===== src/rtl/qhe_pkg.sv =====
package qhe_pkg;
  typedef enum logic [1:0] {
    ST_IDLE = 2'd0,
    ST_RND1 = 2'd1,
    ST_RND2 = 2'd2
  } qhe_state_t;
endpackage


===== src/rtl/qhe_seq.sv =====
module qhe_seq
  import qhe_pkg::*;
(
  input  logic clk,
  input  logic rst_n,
  input  logic start,
  output logic accept,
  output logic rnd2_sel,
  output logic load_mid,
  output logic load_res,
  output logic done
);
  qhe_state_t state_q, state_d;
  logic       done_q, done_d;

  always_comb begin
    state_d = state_q;
    unique case (state_q)
      ST_IDLE: if (start) state_d = ST_RND1;
      ST_RND1: state_d = ST_RND2;
      ST_RND2: state_d = ST_IDLE;
      default: state_d = ST_IDLE;
    endcase
  end

  assign accept   = (state_q == ST_IDLE) && start;
  assign rnd2_sel = (state_q == ST_RND2);
  assign load_mid = (state_q == ST_RND1);
  assign load_res = (state_q == ST_RND2);
  assign done_d   = load_res;
  assign done     = done_q;

  always_ff @(posedge clk or negedge rst_n) begin
    if (!rst_n) begin
      state_q <= ST_IDLE;
      done_q  <= 1'b0;
    end else begin
      state_q <= state_d;
      done_q  <= done_d;
    end
  end

  // completion marker lasts one cycle
  p_done_pulse_r3: assert property (@(posedge clk) disable iff (!rst_n)
    done |=> !done);
  // first round is always followed by the second
  p_round_order_r3: assert property (@(posedge clk) disable iff (!rst_n)
    (state_q == ST_RND1) |=> (state_q == ST_RND2));
  // a running job never restarts the first round
  p_busy_ignores_start_r6: assert property (@(posedge clk) disable iff (!rst_n)
    (state_q != ST_IDLE) |=> (state_q != ST_RND1));
  // the result write leads to the completion marker
  p_write_then_done_r3: assert property (@(posedge clk) disable iff (!rst_n)
    load_res |=> done);
endmodule


===== src/rtl/qhe_operands.sv =====
module qhe_operands #(
  parameter int IN_W = 16
) (
  input  logic            clk,
  input  logic            rst_n,
  input  logic            accept,
  input  logic [IN_W-1:0] a_in,
  input  logic [IN_W-1:0] b_in,
  input  logic [IN_W-1:0] c_in,
  input  logic [IN_W-1:0] x_in,
  output logic [IN_W-1:0] a_q,
  output logic [IN_W-1:0] b_q,
  output logic [IN_W-1:0] c_q,
  output logic [IN_W-1:0] x_q
);
  always_ff @(posedge clk or negedge rst_n) begin
    if (!rst_n) begin
      a_q <= '0;
      b_q <= '0;
      c_q <= '0;
      x_q <= '0;
    end else if (accept) begin
      a_q <= a_in;
      b_q <= b_in;
      c_q <= c_in;
      x_q <= x_in;
    end
  end

  // captured operands move only when a request is accepted
  p_ops_hold_r5: assert property (@(posedge clk) disable iff (!rst_n)
    !accept |=> ($stable(a_q) && $stable(b_q) && $stable(c_q) && $stable(x_q)));
endmodule


===== src/rtl/qhe_datapath.sv =====
module qhe_datapath #(
  parameter int IN_W  = 16,
  parameter int ACC_W = 48
) (
  input  logic             clk,
  input  logic             rst_n,
  input  logic [IN_W-1:0]  a_q,
  input  logic [IN_W-1:0]  b_q,
  input  logic [IN_W-1:0]  c_q,
  input  logic [IN_W-1:0]  x_q,
  input  logic             rnd2_sel,
  input  logic             load_mid,
  input  logic             load_res,
  output logic [ACC_W-1:0] y
);
  localparam int EXT_W = ACC_W - IN_W;

  logic signed [ACC_W-1:0] a_ext, b_ext, c_ext, x_ext;
  logic signed [ACC_W-1:0] mid_q, res_q;
  logic signed [ACC_W-1:0] mul_lhs, add_rhs, product, total;

  assign a_ext = {{EXT_W{a_q[IN_W-1]}}, a_q};
  assign b_ext = {{EXT_W{b_q[IN_W-1]}}, b_q};
  assign c_ext = {{EXT_W{c_q[IN_W-1]}}, c_q};
  assign x_ext = {{EXT_W{x_q[IN_W-1]}}, x_q};

  // operand selectors: round 1 uses A/B, round 2 uses partial/C
  always_comb begin
    mul_lhs = rnd2_sel ? mid_q : a_ext;
    add_rhs = rnd2_sel ? c_ext : b_ext;
  end

  // the single shared multiplier and adder
  assign product = mul_lhs * x_ext;
  assign total   = product + add_rhs;

  always_ff @(posedge clk or negedge rst_n) begin
    if (!rst_n) mid_q <= '0;
    else if (load_mid) mid_q <= total;
  end

  always_ff @(posedge clk or negedge rst_n) begin
    if (!rst_n) res_q <= '0;
    else if (load_res) res_q <= total;
  end

  assign y = res_q;

  // result register holds between writes
  p_y_hold_r4: assert property (@(posedge clk) disable iff (!rst_n)
    !load_res |=> $stable(res_q));
  // the two rounds never overlap
  p_round_excl_r2: assert property (@(posedge clk) disable iff (!rst_n)
    !(load_mid && load_res));
endmodule


===== src/rtl/quad_horner_eval.sv =====
module quad_horner_eval #(
  parameter int IN_W = 16
) (
  input  logic                clk,
  input  logic                rst_n,
  input  logic                start,
  input  logic [IN_W-1:0]     coef_a,
  input  logic [IN_W-1:0]     coef_b,
  input  logic [IN_W-1:0]     coef_c,
  input  logic [IN_W-1:0]     x_in,
  output logic [3*IN_W-1:0]   y,
  output logic                done
);
  localparam int ACC_W = 3 * IN_W;

  logic            accept, rnd2_sel, load_mid, load_res;
  logic [IN_W-1:0] a_q, b_q, c_q, x_q;

  qhe_seq u_seq (
    .clk(clk), .rst_n(rst_n), .start(start), .accept(accept),
    .rnd2_sel(rnd2_sel), .load_mid(load_mid), .load_res(load_res), .done(done)
  );

  qhe_operands #(.IN_W(IN_W)) u_ops (
    .clk(clk), .rst_n(rst_n), .accept(accept),
    .a_in(coef_a), .b_in(coef_b), .c_in(coef_c), .x_in(x_in),
    .a_q(a_q), .b_q(b_q), .c_q(c_q), .x_q(x_q)
  );

  qhe_datapath #(.IN_W(IN_W), .ACC_W(ACC_W)) u_dp (
    .clk(clk), .rst_n(rst_n), .a_q(a_q), .b_q(b_q), .c_q(c_q), .x_q(x_q),
    .rnd2_sel(rnd2_sel), .load_mid(load_mid), .load_res(load_res), .y(y)
  );
endmodule


===== config.mk =====
export PLATFORM = sky130hd
export DESIGN_NAME = quad_horner_eval
export DESIGN_NICKNAME = d
export VERILOG_FILES = /design/src/rtl/qhe_pkg.sv /design/src/rtl/qhe_seq.sv /design/src/rtl/qhe_operands.sv /design/src/rtl/qhe_datapath.sv /design/src/rtl/quad_horner_eval.sv
export SDC_FILE = /design/constraint.sdc
export NUM_CORES = 2
export LEC_CHECK = 0
export ABC_AREA = 1
export BUFFER_PORTS_ARGS = -buffer_cell sky130_fd_sc_hd__buf_2
export CORE_ASPECT_RATIO = 0.8
export CORE_MARGIN = 3
export CORE_UTILIZATION = 50
export CTS_CLUSTER_DIAMETER = 60
export DETAILED_ROUTE_END_ITERATION = 6
export GPL_TIMING_DRIVEN = 1
export PLACE_DENSITY = 0.67
export SLEW_MARGIN = 20
export SYNTH_ARGS = -nofsm -noshare
export SYNTH_HDL_FRONTEND = slang
export SYNTH_HIERARCHICAL = 1
export SYNTH_SLANG_ARGS = --single-unit

===== constraint.sdc =====
create_clock -name clk -period 9.7 [get_ports clk]
set_clock_uncertainty 0.05 [all_clocks]
set_input_delay 1.455 -clock clk [delete_from_list [all_inputs] [get_ports clk]]
set_output_delay 1.455 -clock clk [all_outputs]
set_load 0.02 [all_outputs]

==> run metrics <==
starting density of the core 0.5119; Final setup viols 0; EDFF count, synth 0; Max Freq 116.8 MHz; slew margin rel. 0.2362; max cap viols 0; final hold violation count 0; RR Startpoint u_seq/state_q[1]; Placer Congestion 1.022; CTS Buf Count 17; # rows 76; unrepaired setup endpoints after global routing false; Tmin final 8.559 ns; vias 23340; routing usage on met2 0.4386; YS warnings 6; initial antenna violation count 0; Top-Level Pins 116; crit path DAT 8.84 ns; vias per cell 5.418; reg2reg end u_dp/y[29]; Clock Sinks 163; Synthesized Nets 4258; Crit path top cell by count nand2_1; layout cells sized above 1 0.07345; busiest grt layer met1; CTS Buffer Depth 2; Min-Delay Path Class flip-flop to flip-flop; PortBufs 115; Post-CTS Setup Inserts 0; critical path's largest stage delay 0.74 ns; main flop type after synthesis dfrtp_1; worst skew pair latency 0.46 ns; Seq cells post-synth 163; Synth cell types 40; sequential area share after synthesis 0.1460; Total Routing Usage GR 0.3200; R2R Setup Slk 1.14 ns; max-slew violations 0; post-synthesis area per instance 8.010 µm²; vias in the first global route 23860; Die X 270.3 µm; remaining antenna violation count after routing 0; Synth Instances 3488; Routed WL 89.64 mm; Area Growth Syn to Fin 7.036%; outcome complete, no violations; largest net degree at the start of global routing 75; post-cts resize count 0; total gr overflow 0; die area 58770 µm²; slowest CP cell a21oi_1; Worst Tran Pin Value 1.146 ns; fraction of registers with async set/reset 1.000; Mapped Area 27940 µm²; Worst Hold Launch u_ops/a_q[8]; setup TNS 0 ns; hold-fix buffers at CTS 0; Worst setup SP type flip-flop; Residual DRC 0; drt pass-1 iters 6; WHS Endpoint u_ops/a_q[8]; Period Utilization, post-route 0.8824; WHS Path Cells 2; # diodes 0; clock root cell clkbuf_16; first-pass GRT wire length 142.5 mm; htree depth 4; initial drt markers 2545; met1 Use GR 0.5039; Critical Path Sink Type flip-flop; WL/cell 20.81 µm; Worst Path Required 9.98 ns; Final #Nets 4324; die span in y 217.4 µm; DP HPWL 71.48 mm; Core Area 54580 µm²; CP max FO 31; Worst-path clk slew 0.07 ns; R2R depth 29; critical path class flip-flop to flip-flop; grt met3 use 0.08877; CTS tree yes
area by class of cell:
type / count / area (µm²)
clock buffer: 19 / 442.9
tap: 741 / 927.1
timing repair buffer: 167 / 972.2
multi-input combinational: 2423 / 20380
inverter: 782 / 2935
sequential: 163 / 4080
clock inverter: 13 / 165.2
fill: 5251 / 24680
registers in the layout, indices dropped and copies added, names as in the netlist:
| register | count |
|---|---|
| u_dp/y | 48 |
| u_seq/done | 1 |
| u_ops/b_q | 16 |
| u_ops/x_q | 16 |
| u_seq/state_q | 2 |
| u_ops/c_q | 16 |
| u_dp/mid_q | 48 |
| u_ops/a_q | 16 |
logic make-up (layout without fill, tap and decap cells):
family / count (synthesis) / after routing / share of synthesized area
AND/OR/NAND/NOR: 1493 / 1493 / 0.2106
buffers and inverters: 902 / 981 / 0.1251
adder cells (fa/ha/maj): 703 / 703 / 0.4691
AO/OA/AOI/OAI: 205 / 205 / 0.04228
flip-flops: 163 / 163 / 0.1460
XOR/XNOR: 22 / 22 / 0.006897
per-layer routing:
layer  wire length (µm)  share of wire  vias to the layer above
li1                   -              -                    10260
met1              40520           0.45                    11640
met2              35640           0.40                     1346
met3              11760           0.13                       95
met4               1719          0.019                        0
met5                  0              0                        -
worst max path at each step:
stage / slack (ns) / start / to
after floorplan: 2.84 / u_seq/state_q[1] / u_dp/mid_q[44]
after global placement: 1.25 / u_seq/state_q[1] / u_dp/mid_q[33]
after detailed placement: 1.32 / u_seq/state_q[1] / u_dp/mid_q[33]
after CTS: 1.26 / u_seq/state_q[1] / u_dp/mid_q[33]
after global routing: 0.64 / u_seq/state_q[1] / u_dp/mid_q[33]
final: 1.14 / u_seq/state_q[1] / u_dp/y[29]
worst max-delay path, delay by kind of cell (launching register included):
family,cells,cell delay [ns]
AO/OA/AOI/OAI,1,0.74
adder cells (fa/ha/maj),7,3.45
buffers and inverters,7,1.30
AND/OR/NAND/NOR,14,2.47
flip-flops,1,0.39
synthesized netlist by cell type (3+ instances only):
master    number  area [µm²]
clkbuf_8       6       82.58
nand4_1        7       43.79
xor2_1        15       131.4
nand2_1      985        3697
buf_2         13       65.06
a31oi_1       15       93.84
o31ai_1        6       45.04
buf_4          5       37.54
inv_2         12       45.04
ha_1         129        1614
or2_2         28       175.2
nor2_1       345        1295
o21ai_2       10       87.58
o21bai_1      11       82.58
a21oi_1       62       310.3
nand2_2        5       31.28
o21ai_0       79       395.4
nand3b_1       3       22.52
inv_1        748        2808
xnor2_1        7       61.31
clkbuf_1      92       345.3
nor3_1         7       35.03
a21boi_0       7       52.55
nor4_1         7       43.79
dfrtp_1      163        4079
clkinv_1      22       82.58
fa_1         574       11490
nand3_1      100       500.5
a21o_1         5       37.54
through the flow:
stage	util	hold WS [ns]	instance area (µm²)	std cells	setup slack (ns)
2_1_floorplan	-	0.3838	27940	3488	2.843
3_3_place_gp	0.5367	0.3993	29300	4276	1.245
3_5_place_dp	0.5367	0.4024	29300	4276	1.324
4_1_cts	0.5479	0.4191	29900	4308	1.258
5_1_grt	0.5479	0.4404	29900	4308	0.6374
6_report	0.5479	0.4157	29900	4308	1.141
cell usage in the layout (no fill, tap or decap), drive strengths merged, types with 3 or more instances in the layout:
| cell | count |
|---|---|
| o21ai | 91 |
| nor4 | 7 |
| fa | 574 |
| a21boi | 7 |
| buf | 167 |
| clkinv | 25 |
| a31oi | 15 |
| nand2 | 990 |
| o21bai | 11 |
| a21o | 7 |
| nand4 | 7 |
| o31ai | 6 |
| inv | 767 |
| xor2 | 15 |
| nand3b | 3 |
| clkbuf | 19 |
| xnor2 | 7 |
| nor2 | 345 |
| or2 | 30 |
| nor3 | 7 |
| nand3 | 100 |
| a21oi | 64 |
| ha | 129 |
| dfrtp | 163 |
Power is not shown: default switching activity piles up to over one toggle a cycle in this logic, so the estimate is an artifact.
